$ cat config.mk
export PLATFORM = sky130hd
export DESIGN_NAME = dbg_cntr
export DESIGN_NICKNAME = d
export VERILOG_FILES = /design/src/rtl/dbg_cntr_pkg.sv /design/src/rtl/dbg_cntr_phase.sv /design/src/rtl/dbg_cntr_reg.sv /design/src/rtl/dbg_cntr_brk.sv /design/src/rtl/dbg_cntr.sv
export SDC_FILE = /design/constraint.sdc
export NUM_CORES = 1
export LEC_CHECK = 0
export BUFFER_PORTS_ARGS = -buffer_cell sky130_fd_sc_hd__buf_4
export CAP_MARGIN = 10
export CORE_ASPECT_RATIO = 1.5
export CORE_UTILIZATION = 57
export DETAILED_ROUTE_END_ITERATION = 8
export PLACE_DENSITY = 0.95
export SYNTH_ARGS = -nofsm -noshare
export SYNTH_HDL_FRONTEND = slang
export SYNTH_HIERARCHICAL = 1
export SYNTH_SLANG_ARGS = --single-unit
$ cat constraint.sdc
create_clock -name clk_i -period 6 [get_ports clk_i]
set_input_delay 0.6 -clock clk_i [delete_from_list [all_inputs] [get_ports clk_i]]
set_output_delay 0.6 -clock clk_i [all_outputs]
set_load 0.01 [all_outputs]
$ cat src/rtl/dbg_cntr_pkg.sv
package dbg_cntr_pkg;
  typedef enum logic [1:0] {
    MODE_CYC   = 2'b00,
    MODE_DOWN  = 2'b01,
    MODE_MATCH = 2'b10,
    MODE_HOLD  = 2'b11
  } cnt_mode_e;
endpackage

$ cat src/rtl/dbg_cntr_phase.sv
module dbg_cntr_phase (
  input  logic clk_i,
  input  logic rst_ni,
  input  logic dbg_mode_i,
  output logic run_o,
  output logic exit_o
);
  logic dbg_q;

  always_ff @(posedge clk_i or negedge rst_ni) begin
    if (!rst_ni) dbg_q <= 1'b0;
    else         dbg_q <= dbg_mode_i;
  end

  assign run_o  = ~dbg_mode_i;
  assign exit_o = dbg_q & ~dbg_mode_i;
endmodule

$ cat src/rtl/dbg_cntr_reg.sv
module dbg_cntr_reg
  import dbg_cntr_pkg::*;
#(
  parameter int unsigned CNT_W = 16
) (
  input  logic             clk_i,
  input  logic             rst_ni,
  input  cnt_mode_e        mode_i,
  input  logic             run_i,
  input  logic             exit_i,
  input  logic             load_i,
  input  logic [CNT_W-1:0] load_val_i,
  output logic [CNT_W-1:0] cnt_o
);
  localparam logic [CNT_W-1:0] CntMax  = '1;
  localparam logic [CNT_W-1:0] CntZero = '0;
  localparam logic [CNT_W-1:0] CntOne  = CNT_W'(1);

  logic [CNT_W-1:0] cnt_q, cnt_d;

  always_comb begin
    cnt_d = cnt_q;
    if (load_i) begin
      cnt_d = load_val_i;
    end else begin
      case (mode_i)
        MODE_CYC: begin
          if (exit_i)                         cnt_d = CntZero;
          else if (run_i && cnt_q != CntMax)  cnt_d = cnt_q + CntOne;
        end
        MODE_DOWN: begin
          if (run_i && cnt_q != CntZero)      cnt_d = cnt_q - CntOne;
        end
        default: ;  // match and hold keep the value
      endcase
    end
  end

  always_ff @(posedge clk_i or negedge rst_ni) begin
    if (!rst_ni) cnt_q <= CntZero;
    else         cnt_q <= cnt_d;
  end

  assign cnt_o = cnt_q;
endmodule

$ cat src/rtl/dbg_cntr_brk.sv
module dbg_cntr_brk
  import dbg_cntr_pkg::*;
#(
  parameter int unsigned CNT_W = 16
) (
  input  logic             clk_i,
  input  logic             rst_ni,
  input  cnt_mode_e        mode_i,
  input  logic             run_i,
  input  logic [CNT_W-1:0] cnt_i,
  input  logic [CNT_W-1:0] pc_i,
  output logic             brk_o
);
  localparam logic [CNT_W-1:0] CntOne = CNT_W'(1);

  logic down_hit, pc_hit, pc_hit_q, brk_q;

  // countdown fires on the decrement that lands on zero
  assign down_hit = run_i && (mode_i == MODE_DOWN) && (cnt_i == CntOne);
  assign pc_hit   = run_i && (mode_i == MODE_MATCH) && (pc_i == cnt_i);

  always_ff @(posedge clk_i or negedge rst_ni) begin
    if (!rst_ni) begin
      pc_hit_q <= 1'b0;
      brk_q    <= 1'b0;
    end else begin
      pc_hit_q <= pc_hit;
      brk_q    <= down_hit | (pc_hit & ~pc_hit_q);
    end
  end

  assign brk_o = brk_q;
endmodule

$ cat src/rtl/dbg_cntr.sv
module dbg_cntr
  import dbg_cntr_pkg::*;
#(
  parameter int unsigned CNT_W = 16
) (
  input  logic             clk_i,
  input  logic             rst_ni,
  input  logic             dbg_mode_i,
  input  logic [CNT_W-1:0] pc_i,
  input  logic [1:0]       mode_i,
  input  logic             wr_en_i,
  input  logic [CNT_W-1:0] wr_data_i,
  output logic [CNT_W-1:0] cnt_o,
  output logic             brk_o
);
  cnt_mode_e        mode;
  logic             run, exit_dbg, load;
  logic [CNT_W-1:0] cnt;

  assign mode = cnt_mode_e'(mode_i);
  assign load = dbg_mode_i & wr_en_i;

  dbg_cntr_phase u_phase (
    .clk_i      (clk_i),
    .rst_ni     (rst_ni),
    .dbg_mode_i (dbg_mode_i),
    .run_o      (run),
    .exit_o     (exit_dbg)
  );

  dbg_cntr_reg #(.CNT_W(CNT_W)) u_reg (
    .clk_i      (clk_i),
    .rst_ni     (rst_ni),
    .mode_i     (mode),
    .run_i      (run),
    .exit_i     (exit_dbg),
    .load_i     (load),
    .load_val_i (wr_data_i),
    .cnt_o      (cnt)
  );

  dbg_cntr_brk #(.CNT_W(CNT_W)) u_brk (
    .clk_i  (clk_i),
    .rst_ni (rst_ni),
    .mode_i (mode),
    .run_i  (run),
    .cnt_i  (cnt),
    .pc_i   (pc_i),
    .brk_o  (brk_o)
  );

  assign cnt_o = cnt;
endmodule

== After elaboration in Yosys (flattened, before gate mapping) ==
Cells that the tools add are included.
Word-level totals
  flip-flop bits (word level): 19
  latch bits: 0
  RAM bits: 0
  memory bits (read-only): 0
  input bits: 38
  word-level logic and storage cells: 34
  memories: 0
Cells by class
  $add $sub $neg: 2
  multipliers: 0
  div/mod/pow operators: 0
  magnitude comparators: 0
  eq/ne operators: 7
  shifts and indexed selects: 0
  muxes and demuxes: 5
  bitwise logic cells: 6
  reductions and logical operators: 10
Operators by type and width (count)
  two-way mux 16 bit: 4
  case mux 16 bit (2 select lines): 1
  adder 16 x 1 -> 16 bit, second input constant: 1
  == test 16 x 1 -> 1 bit, second input constant: 1
  == test 16 bit: 1
  inequality test 16 bit, second input constant: 1
  nonzero test 16 bit: 1
  subtractor 16 x 1 -> 16 bit, second input constant: 1
  logical AND 1 bit: 6
  inequality test 4 x 3 -> 1 bit, second input constant: 1
  AND 1 bit: 3
  inequality test 3 bit, second input constant: 1
  AND reduction 3 bit: 1
  nonzero test 3 bit: 1
  == test 2 x 1 -> 1 bit, second input constant: 1
  == test 2 bit, second input constant: 1
  logical NOT 2 bit: 1
  NOT 1 bit: 2
  bitwise OR 1 bit: 1

== Longest topological paths before layout ==
Gate-level depths: netlist of run 1.
  word-level depth: 6
  gate-level depth with buffers: 9
  mapped depth without buffers: 8

== Cells and area by module ==
The synthesis of run 1 kept the hierarchy.
By module, submodules not included
  dbg_cntr_reg: instances 1, cells an instance 210, area each 1682.9 um^2, seq. area each 400.4 um^2
  dbg_cntr_brk: instances 1, cells an instance 33, area each 306.5 um^2, seq. area each 50.0 um^2
  dbg_cntr_phase: instances 1, cells an instance 3, area each 35.0 um^2, seq. area each 25.0 um^2
  dbg_cntr: instances 1, cells an instance 1, area each 6.3 um^2, seq. area each 0.0 um^2

== Worst setup path after synthesis of run 1 ==
No wires, ideal clock.
  path type: reg-to-reg
  from: register u_reg.cnt_q[1] (netlist: u_reg/cnt_o[1])
  to: register u_reg.cnt_q[12] (netlist: u_reg/cnt_o[12])
  library setup time: 0.126 ns
  arrival: 1.976 ns
  path slack: 3.897 ns
  stages on the path, launching flop included: 9
  path buffers: 0
  period minus slack after synthesis: 2.103 ns
  path through: dfrtp_1 inv_1 ha_1 nor3b_2 nand3_2 or3_1 xnor2_1 a22o_1 o32a_1
On the way
  longest elaborated chain between the ends: 5
  elaborated cells between the ends (all ways): 14
  classes of those cells: 2 x add/sub; 3 x eq/ne; 5 x mux; 4 x reduce/logical
RTL lines
  start, declared: line dbg_cntr_reg.sv:19  | logic [CNT_W-1:0] cnt_q, cnt_d;
  start signal, assigned: line dbg_cntr_reg.sv:40  | if (!rst_ni) cnt_q <= CntZero;
  start signal, assigned: line dbg_cntr_reg.sv:41  | else cnt_q <= cnt_d;
  adder 16 x 1 -> 16 bit: line dbg_cntr_reg.sv:29  | else if (run_i && cnt_q != CntMax) cnt_d = cnt_q + CntOne;
  two-way mux 16 bit: line dbg_cntr_reg.sv:29
  two-way mux 16 bit: line dbg_cntr_reg.sv:28  | if (exit_i) cnt_d = CntZero;
  case mux 16 bit (2 select lines): line dbg_cntr_reg.sv:26  | case (mode_i)
  two-way mux 16 bit: line dbg_cntr_reg.sv:23  | if (load_i) begin
Several ways; a longest one is shown, not always the timed one. The select of a mux whose other input is x is not followed.
A chain may end at the register's enable or synchronous reset.

== Worst setup path after layout of run 1 ==
  from: input port dbg_mode_i
  to: register u_reg.cnt_q[7] (netlist: u_reg/cnt_o[7])
On the way
  longest elaborated chain between the ends: 5
  elaborated cells between the ends (all ways): 12
  classes of those cells: 2 x eq/ne; 3 x mux; 3 x bitwise; 4 x reduce/logical
RTL lines
  start, declared: line dbg_cntr.sv:8  | input logic dbg_mode_i,
  NOT 1 bit (*): line dbg_cntr_phase.sv:16  | assign exit_o = dbg_q & ~dbg_mode_i;
  AND 1 bit (*): line dbg_cntr_phase.sv:16
  via exit_dbg: line dbg_cntr.sv:17  | logic run, exit_dbg, load;
  two-way mux 16 bit: line dbg_cntr_reg.sv:28
  case mux 16 bit (2 select lines): line dbg_cntr_reg.sv:26
  two-way mux 16 bit: line dbg_cntr_reg.sv:23
Mark *: on every way through the listed nets, which the timed path passes. The rest lies on a longest branch.

==> results.md, run 1 <==
- Status: finished, final reports clean
- Distinct cells, synth: 60
- Post-CTS sizing: 0
- Hold-fix buffers at CTS: 0
- Largest net degree at the start of global routing: 36
- Synth async-reset ratio: 100%
- Switching share of power: ~44%
- RSZ-0062 raised after global routing: no
- GR peak layer: met2
- Flop-to-flop setup slack: 3.34 ns
- Psw: 0.000235 W
- Synth Area per Inst: 8.22 um^2
- Synthesized net count: between 200 and 300
- Compound-gate portion of the synthesized area: a little under a quarter
- Die area: 3810 um^2
- # DRC: 0
- First-pass GRT wire length: 8980 um
- Layout Skew: between 0.006 and 0.007 ns
- Critical Path End Type: flip-flop
- DR vias/cell: between 6 and 7
- Hold Path Class: input pin to asynchronous set/reset pin
- Dpl hpwl: 4220 um
- Clock-pin slew on the worst setup and hold paths: 0.08 ns
- Combinational share of power: 40.2%
- Core Region: 3420 um^2
- Ys flop type: dfrtp_1
- Largest family of logic cells by synthesized area: simple AND/OR/NAND/NOR gates
- Crit Path Max Fanout: 14
- EDFF count, synth: 0
- Starting DRC count in detailed routing: 184
- Die X: 50.7 um
- Final antenna-violating net count: 0
- PortBufs: 54
- Vias in the first global route: 1972
- Share of the synthesized area in the top cell type: 23.4%
- Final Hold Fails: 0
- Iteration count of the initial detailed-routing pass: 4
- Final Non-Filler Cells: 329
- Wirelength per Cell: 17.8 um
- Fin nets: 328
- H-tree Lvls: 1
- CP Class: input pin to flip-flop
- GRT Total Usage: between 30% and 40%
- Post-Place Cells: 325
- Yosys reg bits: 19
- Clk sink count: 19
- Data required, critical path: 6.20 ns
- I/O Pins: 55
- Cell internal pwr: 0.000302 W
- Clock buffer depth: 2
- Leading area contributor after synthesis: dfrtp_1
- Synth Area in XOR/XNOR: about 10%
- Synth top cells by count: nand2_1, dfrtp_1, nor2_1, o21ai_0, xor2_1
- Post-Synth Simple-Gate Area: 32.9%
- # rows: 26
- Reg2Reg Depth: 8
- Fraction of layout cells with a size suffix above 1: between 20 and 30%
- Post-CTS Setup Bufs: 0
- Actual slew at the worst max-slew pin: about 0.89 ns
- CTS tree: done
- Slew Limit Fails: 0
- N_diodes: 0
- Synth area leaders: dfrtp_1, xor2_1, nand2_1, o21ai_0, xnor2_1
- Starting density of the core: approximately three fifths
- Setup ws final: 3.28 ns
- Clk Latency, worst-skew pair: 0.27 ns
- Sequential power share: 41.6%
- Final setup violation count: 0
- Crit path launch type: input pin
- Sequential element share of the synthesized area: 23.4%
- Final Hold Slack: 0.190 ns
- Fin crit share: 45.4%
- Max frequency: 367 MHz
- VDD IR max: 0.193 mV
- Met2 Use GR: between 50 and 60%
- Max Cap Violations: 0
- Mapped Area: 2030 um^2
- TritonCTS Buffers: 3
- Setup TNS: 0 ns
- Adder-Cell Fraction of Synth Area: 1.23%
- Worst R2R End: u_reg/cnt_o[14]
- Power Density: roughly 220 nW/um^2
- Cell Area, Placed: 2390 um^2
- Layout Cell Area excl Fill: between 2000 and 2500 um^2
- Gpl congestion: just under 0.9
- Met3 Resource Use GR: 6.67%
- Most numerous cell in the Yosys netlist: nand2_1
- Root Buffer Master: clkbuf_8
- Arrival time at the worst endpoint: 2.92 ns
- Die height: approximately 75 um
- Pre-CTS WS: 3.05 ns
- Area grow syn2layout: 20.1%
- Clock power share: between 10% and 20%
- Mux share of post-synthesis cell area: 2.46%
- Relative slew slack: around two fifths
- Fill count: 282
- DRT Wirelength: just under 6000 um
- Cell count after synthesis: 247
- Initial antenna violation count: 0
- Synth warn: 6
- RR Startpoint: u_reg/cnt_o[1]
- GRT met1 Usage: approximately a third
- Routed vias: 2227
- Fin crit period: 2.72 ns
- Leakage: 0.991 nW
- Grt ovf: 0
[area by class of cell]
cell class / instances / area [um^2] / area share, %
clock inverters: 1 / 7.51 / 0.308
repair buffers: 56 / 420 / 17.2
clock buffers: 3 / 41.3 / 1.69
well taps: 42 / 52.6 / 2.15
flip-flops and latches: 19 / 475 / 19.5
multi-input cells: 199 / 1410 / 57.7
inverters: 9 / 33.8 / 1.39
[worst max-delay path by stage]
stage                              start         endpoint  slack [ns]  cells past startpoint
final                         dbg_mode_i   u_reg/cnt_o[7]        3.28                      7
after floorplan           u_reg/cnt_o[1]  u_reg/cnt_o[12]        3.90                      8
after global routing          dbg_mode_i   u_reg/cnt_o[3]        3.16                      7
after detailed placement      dbg_mode_i   u_reg/cnt_o[3]        3.05                      7
after CTS                     dbg_mode_i   u_reg/cnt_o[3]        3.31                      7
after global placement        dbg_mode_i   u_reg/cnt_o[3]        3.15                      7
[cells by family after synthesis]
kind of cell / count (synthesis)
AND/OR/NAND/NOR: 104
XOR/XNOR: 23
flip-flops: 19
adder cells (fa/ha/maj): 2
multiplexers: 5
buffers and inverters: 29
AO/OA/AOI/OAI: 65
[power groups by stage]
stage	sequential, W	combinational (W)	clock, W
2_1_floorplan	0.000194	0.000161	0
3_3_place_gp	0.000222	0.000206	0
3_5_place_dp	0.000224	0.000213	0
4_1_cts	0.000221	0.000214	0.0000972
5_1_grt	0.000229	0.000233	0.000104
6_report	0.000224	0.000216	0.0000978
[state kept, by name, indices dropped and copies added, names as in the netlist]
name	cells
u_reg/cnt_o	16
u_brk/pc_hit_q	1
u_phase/dbg_q	1
u_brk/brk_o	1
[stage by stage]
stage               total power (W)  util [%]
floorplan                  0.000354         -
global placement           0.000428      70.0
detailed placement         0.000438      70.0
CTS                        0.000533      71.4
global route               0.000567      71.4
finish                     0.000537      71.4
[routing by layer]
| layer | vias to the layer above | wire, um |
|---|---|---|
| li1 | 996 | - |
| met1 | 1026 | 2070 |
| met2 | 169 | 2960 |
| met3 | 36 | 549 |
| met4 | 0 | 265 |
| met5 | - | 0 |
[layout by cell type, fill, tap and decap left out, drive strengths merged, types with 2 or more instances in the layout]
| cell type | synthesis | routed |
|---|---|---|
| nor3 | 9 | 9 |
| o221ai | 2 | 2 |
| xnor2 | 10 | 10 |
| a31oi | 3 | 3 |
| nor2b | 4 | 4 |
| o31ai | 4 | 4 |
| o32ai | 4 | 4 |
| ha | 2 | 2 |
| nand2b | 2 | 2 |
| nand2 | 25 | 25 |
| a21oi | 10 | 10 |
| a22oi | 2 | 2 |
| xor2 | 13 | 13 |
| nand3b | 3 | 3 |
| nand3 | 6 | 6 |
| o22a | 3 | 3 |
| nor2 | 20 | 20 |
| and3 | 3 | 3 |
| buf | 11 | 56 |
| a22o | 2 | 2 |
| nand4 | 6 | 6 |
| a211oi | 3 | 3 |
| inv | 9 | 9 |
| o21ai | 18 | 18 |
| dfrtp | 19 | 19 |
| clkbuf | 9 | 3 |
| nor4b | 3 | 3 |
| mux2i | 5 | 5 |
| a221oi | 5 | 5 |
| or3 | 4 | 4 |
| nor4 | 12 | 12 |
[critical path, cell delays in order]
cell	delay, ns
buf_4	0.13
nor2b_1	0.68
nor4b_1	0.11
a211o_1	0.36
nor2_2	0.57
o21ai_0	0.25
a31oi_1	0.22
Note: power is estimated with default switching activity, not from simulation.
==> inputs of run 2 (changes only) <==
--- a/config.mk
+++ b/config.mk
@@ -8,9 +8,9 @@
 export BUFFER_PORTS_ARGS = -buffer_cell sky130_fd_sc_hd__buf_4
 export CAP_MARGIN = 10
 export CORE_ASPECT_RATIO = 1.5
-export CORE_UTILIZATION = 57
+export CORE_UTILIZATION = 48
 export DETAILED_ROUTE_END_ITERATION = 8
-export PLACE_DENSITY = 0.95
+export PLACE_DENSITY = 0.88
 export SYNTH_ARGS = -nofsm -noshare
 export SYNTH_HDL_FRONTEND = slang
 export SYNTH_HIERARCHICAL = 1
==> constraint.sdc (replaced) <==
create_clock -name clk_i -period 2.3 [get_ports clk_i]
set_input_delay 0.23 -clock clk_i [delete_from_list [all_inputs] [get_ports clk_i]]
set_output_delay 0.23 -clock clk_i [all_outputs]
set_load 0.01 [all_outputs]
==> results.md, run 2 (same netlist as run 1, synthesis figures left out) <==
- Power Density: 570 nW/um^2 (was 220 nW/um^2)
- Dpl hpwl: 4900 um (was 4220 um)
- Clock power share: 16.7% (was 18.2%)
- RSZ-0062 raised after global routing: no (unchanged)
- Max frequency: about 460 MHz
- Fill count: 337 (was 282)
- Post-CTS Setup Bufs: 0 (unchanged)
- Cell Area, Placed: 2570 um^2 (was 2390 um^2)
- Combinational share of power: 52.2% (was 40.2%)
- Area grow syn2layout: 30.0% (was 20.1%)
- Final Hold Fails: 0 (unchanged)
- H-tree Lvls: 1 (unchanged)
- CP Class: flip-flop to flip-flop (was input pin to flip-flop)
- Fin nets: 353 (was 328)
- Relative slew slack: 69.4% (was 40.8%)
- VDD IR max: 0.454 mV (was 0.193 mV)
- Status: finished, final reports clean (unchanged)
- Vias in the first global route: 2138 (was 1972)
- CP max-delay cell: dfrtp_1 (was nor2b_1)
- Die X: 55.1 um (was 50.7 um)
- Clock-pin slew on the worst setup and hold paths: 0.08 ns (about the same)
- Starting density of the core: 50.8% (was 59.5%)
- GRT Total Usage: 30.6% (was 31.8%)
- Layout Skew: 0.00645 ns (was 0.00672 ns)
- DRT Wirelength: 6610 um (was 5850 um)
- Initial antenna violation count: 0 (unchanged)
- Fin crit period: roughly 2.2 ns
- Hold Path Class: input pin to flip-flop (was input pin to asynchronous set/reset pin)
- Grt ovf: 0 (unchanged)
- Layout Cell Area excl Fill: 2640 um^2 (was 2440 um^2)
- Clk sink count: 19 (unchanged)
- Commonest non-fill, non-tap cells in the layout: buf_4, nand2_1, dfrtp_1, nor2_1, o21ai_0 (unchanged)
- Psw: 0.000638 W (was 0.000235 W)
- Fin crit share: 95.1%
- Starting DRC count in detailed routing: 120 (was 184)
- Fraction of layout cells with a size suffix above 1: 33.3% (was 28.2%)
- CTS tree: done (unchanged)
- Switching share of power: 42.4% (was 43.8%)
- N_diodes: 0 (unchanged)
- Final antenna-violating net count: 0 (unchanged)
- Routed vias: 2315 (was 2227)
- Arrival time at the worst endpoint: 2.34 ns (was 2.92 ns)
- Actual slew at the worst max-slew pin: 0.455 ns (was 0.886 ns)
- Max Cap Violations: 0 (unchanged)
- Crit-path max cell delay: 0.42 ns (was 0.68 ns)
- TritonCTS Buffers: 3 (unchanged)
- Die area: 4500 um^2 (was 3810 um^2)
- Clock buffer depth: 2 (unchanged)
- PortBufs: 54 (unchanged)
- Leakage: 1.12 nW (was 0.991 nW)
- # rows: 28 (was 26)
- I/O Pins: 55 (unchanged)
- Slew Limit Fails: 0 (unchanged)
- Iteration count of the initial detailed-routing pass: 5 (was 4)
- # DRC: 0 (unchanged)
- Die height: 81.7 um (was 75.1 um)
- Sequential power share: 31.2% (was 41.6%)
- First-pass GRT wire length: 9810 um (was 8980 um)
- CP Buf/Inv Count: 2 (was 1)
- Commonest non-fill, non-tap cell in the layout: buf_4 (unchanged)
- Largest net degree at the start of global routing: 20 (was 36)
- Gpl congestion: 0.940 (was 0.888)
- Wirelength per Cell: 18.5 um (was 17.8 um)
- Final setup violation count: 0 (unchanged)
- Setup TNS: 0 ns (unchanged)
- Crit path launch type: flip-flop (was input pin)
- Crit Path Max Fanout: 5 (was 14)
- Crit-path cells: inv_1, ha_1, nor3b_4, nand3_2, nor4_4, or2_1, buf_4, nor2_1, o32ai_1 (was buf_4, nor2b_1, nor4b_1, a211o_1, nor2_2, o21ai_0, a31oi_1)
- Core Region: 3990 um^2 (was 3420 um^2)
- Data required, critical path: 2.45 ns (was 6.20 ns)
- Cell internal pwr: 0.000866 W (was 0.000302 W)
- Max reg flops: 16 (unchanged)
- Root Buffer Master: clkbuf_8 (unchanged)
- DR vias/cell: 6.48 (was 6.77)
- Clk Latency, worst-skew pair: 0.27 ns (about the same)
- Critical Path End Type: flip-flop (unchanged)
- Top Family by Delay on Critical Path: simple AND/OR/NAND/NOR gates (unchanged)
run 2: cell types whose count changed in the layout (fill, tap and decap cells not counted), sizes merged:
cell,delta
clkbuf,+1
clkinvlp,-1
dlygate4sd3,+1
buf,+24
run 2: layout make-up:
| type | count | area [um^2] | share of cell area (%) |
|---|---|---|---|
| Clock buffer | 4 | 45.0 | 1.71 |
| Inverter | 9 | 33.8 | 1.28 |
| Multi-Input combinational cell | 199 | 1420 | 53.7 |
| Sequential cell | 19 | 475 | 18.0 |
| Tap cell | 45 | 56.3 | 2.13 |
| Timing Repair Buffer | 81 | 611 | 23.1 |
run 2: worst reg2reg max path, cell delays in order, from the launching register on:
cell and delay (ns):
dfrtp_1 0.42, inv_1 0.09, ha_1 0.22, nor3b_4 0.28, nand3_2 0.18, nor4_4 0.26
or2_1 0.18, buf_4 0.14, nor2_1 0.05, o32ai_1 0.25
run 2: power groups by stage:
stage | registers (W) | logic, W | clock network [W]
after floorplan | 0.000505 | 0.000419 | 0
after global placement | 0.000469 | 0.000741 | 0
after detailed placement | 0.000472 | 0.000764 | 0
after CTS | 0.000465 | 0.000770 | 0.000257
after global routing | 0.000477 | 0.000842 | 0.000275
final | 0.000469 | 0.000785 | 0.000250
run 2: metal layers:
layer	part of all wire [%]	vias up	global-route usage [%]
met5	0	-	0
met4	3.5	0	14.2
met3	8.4	36	3.52
met2	52	143	52.8
met1	37	1084	36.3
li1	-	1052	-
run 2: worst paths after layout:
check                                from  slack [ns]  cells past startpoint               to
setup / recovery           u_reg/cnt_o[1]        0.11                      9  u_reg/cnt_o[14]
hold / removal                 dbg_mode_i        0.09                      1    u_phase/dbg_q
setup reg to reg           u_reg/cnt_o[1]        0.11                      9  u_reg/cnt_o[14]
hold reg to reg            u_brk/pc_hit_q        0.48                      1      u_brk/brk_o
max in group asynchronous          rst_ni        1.71                      2   u_reg/cnt_o[9]
min in group asynchronous          rst_ni        0.37                      2   u_reg/cnt_o[6]
run 2: repair_timing:
| item | CTS | global route |
|---|---|---|
| hold buffers | 1 | 0 |
| hold endpoints to repair | 19 | 0 |
| pin swaps | 0 | 1 |
| endpoints found under the setup margin | 1 | 12 |
| gates resized for setup | 1 | 1 |
run 2: through the flow:
stage | power, W | setup slack (ns) | std cells | hold slack, ns | util (%)
final | 0.00150 | 0.113 | 357 | 0.0852 | 66.1
after global routing | 0.00159 | 0.0275 | 357 | 0.0836 | 66.1
after CTS | 0.00149 | 0.0546 | 357 | 0.0842 | 65.9
after detailed placement | 0.00124 | 0.0186 | 352 | 0.128 | 64.4
after global placement | 0.00121 | 0.104 | 352 | 0.126 | 64.4
after floorplan | 0.000925 | 0.197 | 247 | -0.0656 | -
==> inputs of run 3 (changes only) <==
--- a/config.mk
+++ b/config.mk
@@ -11,6 +11,7 @@
 export CORE_UTILIZATION = 48
 export DETAILED_ROUTE_END_ITERATION = 8
 export PLACE_DENSITY = 0.88
+export RECOVER_POWER = 100
 export SYNTH_ARGS = -nofsm -noshare
 export SYNTH_HDL_FRONTEND = slang
 export SYNTH_HIERARCHICAL = 1
==> results.md, run 3 (same netlist as run 1, synthesis figures left out) <==
- DRT Wirelength: 6550 um (was 6610 um)
- Actual slew at the worst max-slew pin: 1.11 ns (was 0.455 ns)
- I/O Pins: 55 (unchanged)
- # DRC: 0 (unchanged)
- Post-Place Cells: 352 (unchanged)
- Cell internal pwr: 0.000828 W (was 0.000866 W)
- VDD IR max: 0.439 mV (was 0.454 mV)
- Leakage: 1.05 nW (was 1.12 nW)
- RSZ-0062 raised after global routing: no (unchanged)
- Crit path launch type: flip-flop (unchanged)
- Die X: 55.1 um (unchanged)
- Area grow syn2layout: 26.9% (was 30.0%)
- Layout Skew: 0.00417 ns (was 0.00645 ns)
- Iteration count of the initial detailed-routing pass: 5 (unchanged)
- Grt ovf: 0 (unchanged)
- Slew Limit Fails: 0 (unchanged)
- Final antenna-violating net count: 0 (unchanged)
- Cell Area, Placed: 2570 um^2 (unchanged)
- Status: finished, final reports clean (unchanged)
- DR vias/cell: 6.49 (was 6.48)
- Die height: 81.7 um (unchanged)
- CTS tree: done (unchanged)
- Crit-path cells: clkbuf_1, or3b_2, nor3_1, a221oi_1, a21oi_1, mux2i_1, o21ai_0 (was inv_1, ha_1, nor3b_4, nand3_2, nor4_4, or2_1, buf_4, nor2_1, o32ai_1)
- Hold Path Class: input pin to flip-flop (unchanged)
- Commonest non-fill, non-tap cells in the layout: buf_4, nand2_1, dfrtp_1 (was buf_4, nand2_1, dfrtp_1, nor2_1, o21ai_0)
- Wirelength per Cell: 18.3 um (was 18.5 um)
- H-tree Lvls: 1 (unchanged)
- Top Family by Delay on Critical Path: simple AND/OR/NAND/NOR gates (unchanged)
- First-pass GRT wire length: 9810 um (unchanged)
- Clk sink count: 19 (unchanged)
- Final Non-Filler Cells: 357 (unchanged)
- Root Buffer Master: clkbuf_8 (unchanged)
- Relative slew slack: 25.7% (was 69.4%)
- Dpl hpwl: 4900 um (unchanged)
- Routed vias: 2317 (was 2315)
- Max frequency: 452 MHz (was 457 MHz)
- Crit Path Max Fanout: 10 (was 5)
- Commonest non-fill, non-tap cell in the layout: buf_4 (unchanged)
- Clock power share: 17.2% (was 16.7%)
- Worst Hold Depth: 1 (unchanged)
- Switching share of power: 43.5% (was 42.4%)
- Fin nets: 353 (unchanged)
- Reg2Reg Depth: 7 (was 9)
- Core Region: 3990 um^2 (unchanged)
- Setup TNS: 0 ns (unchanged)
- Die area: 4500 um^2 (unchanged)
- Clk Latency, worst-skew pair: 0.27 ns (about the same)
- Max Cap Violations: 0 (unchanged)
- Clock buffer depth: 2 (unchanged)
- GRT Total Usage: 30.6% (unchanged)
- Final core occ: 64.5% (was 66.1%)
- Post-CTS Setup Bufs: 0 (unchanged)
- Sequential power share: 31.9% (was 31.2%)
- N_diodes: 0 (unchanged)
- Crit-path max cell delay: 0.53 ns (was 0.42 ns)
- Gpl congestion: 0.940 (unchanged)
- Max reg flops: 16 (unchanged)
- Arrival time at the worst endpoint: 2.40 ns (was 2.34 ns)
- Largest net degree at the start of global routing: 20 (unchanged)
- Power Density: 569 nW/um^2 (was 570 nW/um^2)
- Final setup violation count: 0 (unchanged)
- CP max-delay cell: dfrtp_1 (unchanged)
- WP depth: 7 (was 9)
- CP Class: flip-flop to flip-flop (unchanged)
- # rows: 28 (unchanged)
- Fraction of layout cells with a size suffix above 1: 27.9% (was 33.3%)
- Psw: 0.000637 W (was 0.000638 W)
- Combinational share of power: 50.8% (was 52.2%)
- Vias in the first global route: 2138 (unchanged)
- PortBufs: 54 (unchanged)
- Initial antenna violation count: 0 (unchanged)
- Fin crit share: 96.1% (was 95.1%)
- CP Buf/Inv Count: 1 (was 2)
- Fin crit period: 2.21 ns (was 2.19 ns)
- Layout Cell Area excl Fill: 2580 um^2 (was 2640 um^2)
- TritonCTS Buffers: 3 (unchanged)
- Starting density of the core: 50.8% (unchanged)
- Final Hold Fails: 0 (unchanged)
- Starting DRC count in detailed routing: 131 (was 120)
- Clock-pin slew on the worst setup and hold paths: 0.08 ns (about the same)
- Fill count: 359 (was 337)
- Critical Path End Type: flip-flop (unchanged)
- Data required, critical path: 2.49 ns (was 2.45 ns)
## run 3: power by group through the flow
| stage | clock network, W | logic, W | registers [W] |
|---|---|---|---|
| final | 0.000253 | 0.000744 | 0.000468 |
| after global routing | 0.000275 | 0.000803 | 0.000476 |
| after CTS | 0.000257 | 0.000770 | 0.000465 |
| after detailed placement | 0 | 0.000764 | 0.000472 |
| after global placement | 0 | 0.000741 | 0.000469 |
| after floorplan | 0 | 0.000419 | 0.000505 |
## run 3: worst register-to-register path, stage by stage (launching register included)
cell,delay [ns]
dfrtp_1,0.53
clkbuf_1,0.26
or3b_2,0.52
nor3_1,0.30
a221oi_1,0.15
a21oi_1,0.14
mux2i_1,0.08
o21ai_0,0.15
## run 3: area by class of cell
| type | count | area [um^2] | area share, % |
|---|---|---|---|
| multi-input combinational | 199 | 1420 | 55.1 |
| timing repair buffer | 81 | 547 | 21.2 |
| sequential | 19 | 475 | 18.5 |
| tap | 45 | 56.3 | 2.19 |
| clock buffer | 4 | 45.0 | 1.75 |
| inverter | 9 | 33.8 | 1.31 |
## run 3: layer usage
layer / GRT usage [%] / part of all wire, % / vias to the layer above
met3: 3.52 / 9.0 / 29
met1: 36.3 / 36 / 1083
li1: - / - / 1052
met2: 52.8 / 51 / 153
met4: 14.2 / 3.3 / 0
met5: 0 / 0 / -
## run 3: path summary, 6_finish.rpt
path	from	end	slack, ns
setup reg to reg	u_reg/cnt_o[3]	u_reg/cnt_o[6]	0.09
setup / recovery	u_reg/cnt_o[3]	u_reg/cnt_o[6]	0.09
hold reg to reg	u_brk/pc_hit_q	u_brk/brk_o	0.49
max in group asynchronous	rst_ni	u_reg/cnt_o[9]	0.95
min in group asynchronous	rst_ni	u_reg/cnt_o[6]	0.69
hold / removal	dbg_mode_i	u_phase/dbg_q	0.11
## run 3: what timing repair did
item,4_1_cts,5_1_grt
pin swaps,0,1
endpoints found under the setup margin,1,12
hold endpoints to repair,19,0
resized for setup,1,1
hold buffers,1,0
## run 3: stage by stage
stage | hold slack, ns | worst slack (ns) | power [W]
floorplan | -0.0656 | 0.197 | 0.000925
global placement | 0.126 | 0.104 | 0.00121
global route | 0.129 | 0.0275 | 0.00155
detailed placement | 0.128 | 0.0186 | 0.00124
CTS | 0.0842 | 0.0546 | 0.00149
finish | 0.112 | 0.0896 | 0.00146
